### config.mk
export PLATFORM = sky130hd
export DESIGN_NAME = sqcmp_unit
export DESIGN_NICKNAME = d
export VERILOG_FILES = /design/src/rtl/sqcmp_pkg.sv /design/src/rtl/sqcmp_decode.sv /design/src/rtl/sqcmp_lane.sv /design/src/rtl/sqcmp_unit.sv
export SDC_FILE = /design/constraint.sdc
export NUM_CORES = 1
export LEC_CHECK = 0
export BUFFER_PORTS_ARGS = -buffer_cell sky130_fd_sc_hd__buf_2
export CORE_AREA = 2 2 405 407
export CTS_CLUSTER_SIZE = 8
export DETAILED_ROUTE_END_ITERATION = 10
export DIE_AREA = 0 0 407 409
export GPL_TIMING_DRIVEN = 0
export PLACE_DENSITY_LB_ADDON = 0.15
export SYNTH_ARGS = -nofsm -noshare
export SYNTH_HDL_FRONTEND = slang
export SYNTH_SLANG_ARGS = --single-unit
export TNS_END_PERCENT = 10
### constraint.sdc
create_clock -name clk -period 2 [get_ports clk]
set_input_delay 0 -clock clk [delete_from_list [all_inputs] [get_ports clk]]
set_output_delay 0 -clock clk [all_outputs]
set_load 0.03 [all_outputs]
### src/rtl/sqcmp_pkg.sv
package sqcmp_pkg;

    localparam int ELEM_W    = 64;
    localparam int ELEM_CNT  = 4;

    typedef enum logic [1:0] {
        MODE_KEEP128 = 2'b00,
        MODE_ZERO128 = 2'b01,
        MODE_FULL256 = 2'b10,
        MODE_BAD     = 2'b11
    } mode_e;

    // state carried alongside the result register
    typedef struct packed {
        logic vld;
        logic illegal;
    } stat_t;

    function automatic logic mode_is_narrow(input mode_e m);
        return (m == MODE_KEEP128) || (m == MODE_ZERO128);
    endfunction

endpackage

### src/rtl/sqcmp_decode.sv
module sqcmp_decode
    import sqcmp_pkg::*;
#(
    parameter int LANES = ELEM_CNT
) (
    input  logic [1:0]       mode,
    output logic             illegal,
    output logic [LANES-1:0] compute,
    output logic [LANES-1:0] clear
);
    localparam int HALF = LANES / 2;

    mode_e m;
    logic [LANES-1:0] lower_mask;

    assign m = mode_e'(mode);

    generate
        for (genvar i = 0; i < LANES; i++) begin : g_low
            if (i < HALF) begin : g_in
                assign lower_mask[i] = 1'b1;
            end else begin : g_out
                assign lower_mask[i] = 1'b0;
            end
        end
    endgenerate

    always_comb begin
        illegal = 1'b0;
        compute = '0;
        clear   = '0;
        if (mode_is_narrow(m)) begin
            compute = lower_mask;
            if (m == MODE_ZERO128) clear = ~lower_mask;
        end else if (m == MODE_FULL256) begin
            compute = '1;
        end else begin
            illegal = 1'b1;
        end
    end
endmodule

### src/rtl/sqcmp_lane.sv
module sqcmp_lane #(
    parameter int W = 64
) (
    input  logic [W-1:0] a,
    input  logic [W-1:0] b,
    input  logic         compute,
    input  logic         clear,
    input  logic [W-1:0] prior,
    output logic [W-1:0] lane_out
);
    logic gt;

    assign gt = $signed(a) > $signed(b);

    always_comb begin
        if (compute)    lane_out = {W{gt}};
        else if (clear) lane_out = '0;
        else            lane_out = prior;
    end
endmodule

### src/rtl/sqcmp_unit.sv
module sqcmp_unit
    import sqcmp_pkg::*;
#(
    parameter int LANE_W = ELEM_W,
    parameter int LANES  = ELEM_CNT
) (
    input  logic                    clk,
    input  logic                    rst,
    input  logic                    in_valid,
    input  logic [1:0]              in_mode,
    input  logic [LANE_W*LANES-1:0] src_a,
    input  logic [LANE_W*LANES-1:0] src_b,
    input  logic [LANE_W*LANES-1:0] dest_prev,
    output logic                    out_valid,
    output logic [LANE_W*LANES-1:0] out_result,
    output logic                    out_illegal
);
    localparam int VEC_W  = LANE_W * LANES;
    localparam int HALF_W = VEC_W / 2;

    logic             dec_illegal;
    logic [LANES-1:0] dec_compute;
    logic [LANES-1:0] dec_clear;
    logic [VEC_W-1:0] next_vec;
    logic [VEC_W-1:0] res_q;
    stat_t            stat_q;

    sqcmp_decode #(.LANES(LANES)) i_decode (
        .mode    (in_mode),
        .illegal (dec_illegal),
        .compute (dec_compute),
        .clear   (dec_clear)
    );

    generate
        for (genvar i = 0; i < LANES; i++) begin : g_lane
            sqcmp_lane #(.W(LANE_W)) i_lane (
                .a        (src_a[i*LANE_W +: LANE_W]),
                .b        (src_b[i*LANE_W +: LANE_W]),
                .compute  (dec_compute[i]),
                .clear    (dec_clear[i]),
                .prior    (dest_prev[i*LANE_W +: LANE_W]),
                .lane_out (next_vec[i*LANE_W +: LANE_W])
            );
        end
    endgenerate

    always_ff @(posedge clk) begin
        if (rst) begin
            res_q  <= '0;
            stat_q <= '0;
        end else begin
            stat_q.vld <= in_valid;
            if (in_valid) begin
                res_q          <= next_vec;
                stat_q.illegal <= dec_illegal;
            end
        end
    end

    assign out_valid   = stat_q.vld;
    assign out_result  = res_q;
    assign out_illegal = stat_q.illegal;

    // strobe follows the input one cycle later
    p_valid_lat_r8: assert property (@(posedge clk) disable iff (rst)
        in_valid |=> out_valid);
    p_valid_idle_r8: assert property (@(posedge clk) disable iff (rst)
        !in_valid |=> !out_valid);
    // result and flag hold while idle
    p_hold_r9: assert property (@(posedge clk) disable iff (rst)
        !in_valid |=> ($stable(out_result) && $stable(out_illegal)));
    // flag tracks the illegal code
    p_flag_r6: assert property (@(posedge clk) disable iff (rst)
        in_valid |=> (out_illegal == ($past(in_mode) == 2'b11)));
    // illegal leaves the destination as it was
    p_illegal_keep_r7: assert property (@(posedge clk) disable iff (rst)
        (in_valid && in_mode == 2'b11) |=> (out_result == $past(dest_prev)));
    // narrow keep carries the upper half
    p_keep_upper_r4: assert property (@(posedge clk) disable iff (rst)
        (in_valid && in_mode == 2'b00) |=>
            (out_result[VEC_W-1:HALF_W] == $past(dest_prev[VEC_W-1:HALF_W])));
    // narrow clear zeroes the upper half
    p_zero_upper_r5: assert property (@(posedge clk) disable iff (rst)
        (in_valid && in_mode == 2'b01) |=> (out_result[VEC_W-1:HALF_W] == '0));

    generate
        for (genvar g = 0; g < LANES; g++) begin : g_chk
            if (g < LANES / 2) begin : g_low
                // computed lower lanes are clean masks
                p_lane_mask_r2: assert property (@(posedge clk) disable iff (rst)
                    (out_valid && !out_illegal) |->
                        ((out_result[g*LANE_W +: LANE_W] == '0) ||
                         (out_result[g*LANE_W +: LANE_W] == '1)));
            end
        end
    endgenerate
endmodule

==> flow_summary.ini, run 1 <==
[grt]
grt_pass1_wl_um = 185000
grtUsageMet2 = 0.277
busiest_layer = met2
grt-ovfl-total = 0
grt_usage = 0.158
met1_usage = 0.182
grt_max_degree = 13
antenna_found_initial = 86
grt_pass1_vias = 23900
met3_usage = 0.0450

[clock_tree]
htreeDepth = 2
clk_pin_slew_ps = 60
root_buffer = clkbuf_16
tritoncts.num_buffers = 40
clockBufferDepth = 3
clock_latency_ps = 580
tritoncts = done
cts_sinks = 258

[sta]
timing.slew.headroom = 0.205
hold_viol = 0
whs_ps = 73.7
period_share = 1.03
maxSlewViolCount = 0
min_period_ps = 2060
worst_slack_ps = -60.8
final.setup_skew_ps = 0
fin_tns_setup_ps = -211
tightestPinTransition_ps = 1190
timing.fmax_mhz = 485
rsz0062_at_grt = yes
setup_viol = 10

[synthesis]
synth_async_sr_flop_share = 0
yosysSeqAreaShare = 0.282
synth_nets = 3363
syn_area_um2 = 18300
ys_seq_elements = 258
ys_types = 54
ys_top_cells_by_area = dfxtp_1 28%, ha_1 17%, a211oi_1 7.3%
yosys_warnings = 0
avgSynthCellArea_um2 = 7.85
yosysTopAreaCellShare = 0.282
synth_top_flop_cell = dfxtp_1
yosysTopAreaCell = dfxtp_1
syn_inst = 2334
synth_edf_count = 0

[worst_setup_path]
path_class = in2reg
start_kind = input pin
crit_fanout = 5
worstSetupEndpointType = flip-flop
cp_slowest_cell = a222oi_1
crit_required_ps = 2500
path_cells = buf_6 -> inv_4 -> ha_4 -> and4_1 -> a221o_1 -> a222oi_1 -> nand4_1 -> mux2i_4 -> buf_12 -> buf_12 -> buf_12 -> a211oi_2
path_delay_family = compound AO/OA/AOI/OAI gates
worstSetupStartpoint = src_b[174]
r2r_start = out_result[88]$_SDFFE_PP0P_
critPathArrivalTime_ps = 2560
path_buf_inv = 5
crit_top_cell = buf_12
slowest_delay_ps = 400

[detailed_routing]
totalWireLength_um = 139000
vias = 23500
drt-initial-drc-count = 1412
avgRoutedWirePerCell_um = 23.6
firstDrtPassIters = 6
ant_nets = 0
drc = 0
routed_via_density = 3.98

[finish]
layout-drive-gt1-share = 0.389
fillers = 18500
areaGrowthSynthToFinish_pct = 76.4
fin_nets = 4710

[die]
coreArea_um2 = 162000
die_w_um = 407
die_y_um = 409
num_io_pins = 1031
start_util = 0.113
dieArea_um2 = 166000
fp-row-count = 148

[power_and_ir_drop]
p_leak_nw = 14.7
ir_drop_uv = 634
p_per_area_nw_per_um2 = 621

[placed_design]
dp_hpwl_um = 117000
gp_congestion = 0.892
place.port_buffers = 1029

[outcome]
violations = setup timing
outcome = complete, but fails checks

[worst_hold_path]
hold_class = in2reg
hold_start = rst

[run]
cap_viol_max_count = 0
layer usage:
metal | share of wire | wire length (um)
met1 | 0.40 | 55500
met2 | 0.49 | 68600
met3 | 0.073 | 10200
met4 | 0.034 | 4720
met5 | 0.0015 | 206
cell usage after synthesis (20+ instances only):
cell	instances
o21ai_0	91
ha_1	256
nand2_1	68
clkbuf_1	145
nand4_1	44
a2111oi_0	65
inv_1	265
and4_1	24
a22oi_1	128
a211oi_1	178
a211oi_2	20
a21o_1	25
a21oi_1	225
nand3_1	22
dfxtp_1	258
o21bai_1	66
nor2_1	335
sequential cells by signal (all words and copies together) (netlist names):
register	cells
out_illegal	1
out_valid	1
out_result	256
final timing paths:
| check | to | slack [ps] | cells past startpoint |
|---|---|---|---|
| worst min-delay path | out_result[96]$_SDFFE_PP0P_ | 70 | 4 |
| worst max-delay path | out_result[189]$_SDFFE_PP0P_ | -60 | 12 |
| worst min register to register | out_result[174]$_SDFFE_PP0P_ | 480 | 2 |
| worst max register to register | out_result[88]$_SDFFE_PP0P_ | 470 | 4 |
placed cells by master (no fill, tap or decap), types with 19 or more instances in the layout:
cell type      instances
buf_2               1026
nor2_1               330
dfxtp_1              258
dlygate4sd3_1        251
inv_1                232
a21oi_1              215
ha_1                 205
a22oi_1              128
a211oi_1             122
clkbuf_1             110
o21ai_0               86
a211oi_2              72
nand2_1               66
o21bai_1              65
ha_4                  50
clkbuf_16             47
nand4_1               44
a2111oi_2             42
clkbuf_2              32
diode_2               31
a21o_1                24
inv_2                 22
nand3_1               21
buf_4                 21
buf_6                 20
and4_1                19
repair_timing:
action / 4_1_cts / 5_1_grt
cloned: 0 / 7
setup buffers: 13 / 6
gates resized for setup: 176 / 271
pin swaps: 8 / 61
endpoints found under the hold margin: 251 / 0
setup endpoints to repair: 257 / 229
hold buffers: 251 / 0
logic make-up after synthesis:
| family | Yosys count | share of synthesized area |
|---|---|---|
| DFF | 258 | 0.282 |
| adders and majority gates | 256 | 0.175 |
| AOI/OAI and AO/OA | 840 | 0.313 |
| muxes | 2 | 0.00198 |
| buffers and inverters | 444 | 0.0948 |
| xor gates and xnor gates | 1 | 0.000478 |
| and+or+nand+nor | 533 | 0.133 |
worst register-to-register path: stages, from the launching register on:
cell,delay (ps)
dfxtp_1,330
a22oi_1,420
o21ai_0,140
a2111oi_1,430
a211oi_1,70
report_power, final:
group          leakage, nW  switching, W  total [W]  internal [W]
Sequential            2.14      0.000285    0.00591       0.00562
Clock                0.572       0.00293    0.00685       0.00392
Combinational         12.0       0.00441    0.00731       0.00289
cell type report:
class,count,area (um2),area share
repair buffers,1307,8130,0.252
clock inverters,7,136,0.00422
diodes,31,77.6,0.00240
flip-flops and latches,258,5160,0.160
inverters,266,1040,0.0323
clock buffers,47,1040,0.0321
well taps,2175,2720,0.0842
plain buffers,176,981,0.0304
multi-input cells,1632,13000,0.403
through the flow:
stage | instances | power [W] | setup slack (ps) | instance area (um2) | util
after global routing | 5888 | 0.0212 | -101 | 32300 | 0.199
after CTS | 5856 | 0.0200 | -72.6 | 30900 | 0.191
after detailed placement | 5539 | 0.0121 | -1510 | 26400 | 0.163
after floorplan | 2334 | 0.00930 | -96.6 | 18500 | -
final | 5899 | 0.0201 | -60.8 | 32300 | 0.199
after global placement | 5538 | 0.0121 | -2130 | 26400 | 0.163
Note: power is estimated with default switching activity, not from simulation.
==> run 2, diff against run 1 <==
--- a/config.mk
+++ b/config.mk
@@ -6,12 +6,12 @@
 export NUM_CORES = 1
 export LEC_CHECK = 0
 export BUFFER_PORTS_ARGS = -buffer_cell sky130_fd_sc_hd__buf_2
-export CORE_AREA = 2 2 405 407
+export CORE_AREA = 4 4 395 397
 export CTS_CLUSTER_SIZE = 8
 export DETAILED_ROUTE_END_ITERATION = 10
-export DIE_AREA = 0 0 407 409
+export DIE_AREA = 0 0 399 401
 export GPL_TIMING_DRIVEN = 0
-export PLACE_DENSITY_LB_ADDON = 0.15
+export PLACE_DENSITY = 0.35
 export SYNTH_ARGS = -nofsm -noshare
 export SYNTH_HDL_FRONTEND = slang
 export SYNTH_SLANG_ARGS = --single-unit
==> run 2 against run 1 <==
Compared with the run above: the flow still finishes with violations (setup timing); utilization grew 1.5 points; wire length is 4.0% higher; first-iteration DRC count up 1.1%; clock power shrank 0.6%; combinational power up 1%; worst setup slack lost 46 ps.
==> flow_summary.ini, run 2 (synthesized netlist as in run 1, its figures left out) <==
[sta]
tightestPinTransition_ps = 1410
min_period_ps = 2110
timing.fmax_mhz = 475
rsz0062_at_grt = yes
fin_tns_setup_ps = -2190
setup_viol = 65
worst_slack_ps = -106
maxSlewViolCount = 0
hold_viol = 0
timing.slew.headroom = 0.0606
final.setup_skew_ps = 0
period_share = 1.05

[clock_tree]
tritoncts = done
clk_pin_slew_ps = 50
tritoncts.num_buffers = 41
cts_sinks = 258
clockBufferDepth = 3
htreeDepth = 2
root_buffer = clkbuf_16
clock_latency_ps = 580

[placed_design]
gp_congestion = 0.917
dp_hpwl_um = 123000
placed_area_um2 = 26300
place.port_buffers = 1029

[die]
coreArea_um2 = 152000
die_y_um = 401
dieArea_um2 = 160000
fp-row-count = 143
num_io_pins = 1031
die_w_um = 399
start_util = 0.121

[grt]
grt-ovfl-total = 0
grt_usage = 0.170
antenna_found_initial = 112
grt_pass1_wl_um = 192000
grt_max_degree = 12
grt_pass1_vias = 24100

[power_and_ir_drop]
p_leak_nw = 14.8
p_per_area_nw_per_um2 = 618
ir_drop_uv = 541

[detailed_routing]
routed_via_density = 4.14
vias = 23900
totalWireLength_um = 145000
avgRoutedWirePerCell_um = 25.1
drt-initial-drc-count = 1427
drc = 0
firstDrtPassIters = 7
ant_nets = 0

[finish]
fin_util = 0.214
areaGrowthSynthToFinish_pct = 77.8
layout-drive-gt1-share = 0.404
final_common_cell = buf_2
fin_area_um2 = 32600
fillers = 17200
final_cell_mix = 1016 x buf_2, 327 x nor2_1, 258 x dfxtp_1, 249 x dlygate4sd3_1, 223 x inv_1
largest_reg_flops = 256
fin_nets = 4720

[worst_hold_path]
hold_start = dest_prev[93]
hold_class = in2reg
hold_path_depth = 5
holdPathEnd = out_result[93]$_SDFFE_PP0P_

[outcome]
violations = setup timing
outcome = complete, but fails checks

[worst_setup_path]
r2r_start = out_result[89]$_SDFFE_PP0P_
critPathArrivalTime_ps = 2600
start_kind = input pin
r2r_slack_ps = 480
crit_required_ps = 2490
rr_worst_depth = 4
worstSetupEndpointType = flip-flop
crit_fanout = 10
rr_endpoint = out_result[89]$_SDFFE_PP0P_
path_class = in2reg

[run]
cap_viol_max_count = 0
## run 2: how the worst max path moves through the flow
stage	from	to	slack [ps]	cells past startpoint
after floorplan	src_b[81]	out_result[100]$_SDFFE_PP0P_	-100	11
after global placement	src_b[27]	out_result[63]$_SDFFE_PP0P_	-1990	11
final	src_a[211]	out_result[194]$_SDFFE_PP0P_	-110	12
after CTS	src_b[217]	out_result[194]$_SDFFE_PP0P_	-80	13
after detailed placement	src_a[94]	out_result[87]$_SDFFE_PP0P_	-1720	12
after global routing	rst	out_result[223]$_SDFFE_PP0P_	-150	5
## run 2: repair_timing
action                                 CTS  global route
buffers inserted                        14            12
setup endpoints to repair              257           250
hold buffers                           249             0
gates resized for setup                219           317
endpoints found under the hold margin  249             0
gates cloned                             0             9
pin swaps                               29            47
## run 2: final cells by class
type,count,area [um2],share of cell area
multi-input cells,1632,13200,0.405
repair buffers,1315,8290,0.254
flip-flops and latches,258,5160,0.159
well taps,2030,2540,0.0780
clock buffers,50,1090,0.0335
plain buffers,177,1090,0.0333
inverters,266,1030,0.0318
clock inverters,7,88.8,0.00273
diodes,29,72.6,0.00223
## run 2: worst max-delay path: stages
cell and delay [ps]:
buf_2 130, ha_4 250, a21oi_1 140, o21ai_1 90, a221o_1 380, a222oi_1 450
nand4_2 210, mux2i_4 250, buf_12 170, buf_8 150, buf_12 150, a211oi_4 190
## run 2: stage by stage
step / setup WS, ps / instances / hold WS (ps) / power, W
CTS: -80.6 / 5714 / 2.54 / 0.0199
finish: -106 / 5764 / 12.6 / 0.0201
floorplan: -96.6 / 2334 / 173 / 0.00930
detailed placement: -1720 / 5395 / 272 / 0.0121
global route: -147 / 5749 / 59.5 / 0.0213
global placement: -1990 / 5393 / 259 / 0.0121
## run 2: power by group
part           internal, W  switching, W  leakage (nW)
Clock              0.00394       0.00287         0.575
Combinational      0.00298       0.00443          12.1
Sequential         0.00562      0.000280          2.14
## run 2: per-layer routing
metal	up-vias	global-route usage	share of wire
li1	11200	-	-
met1	11400	0.208	0.41
met2	902	0.292	0.48
met3	267	0.0473	0.080
met4	46	0.0468	0.029
met5	-	0	0.0020
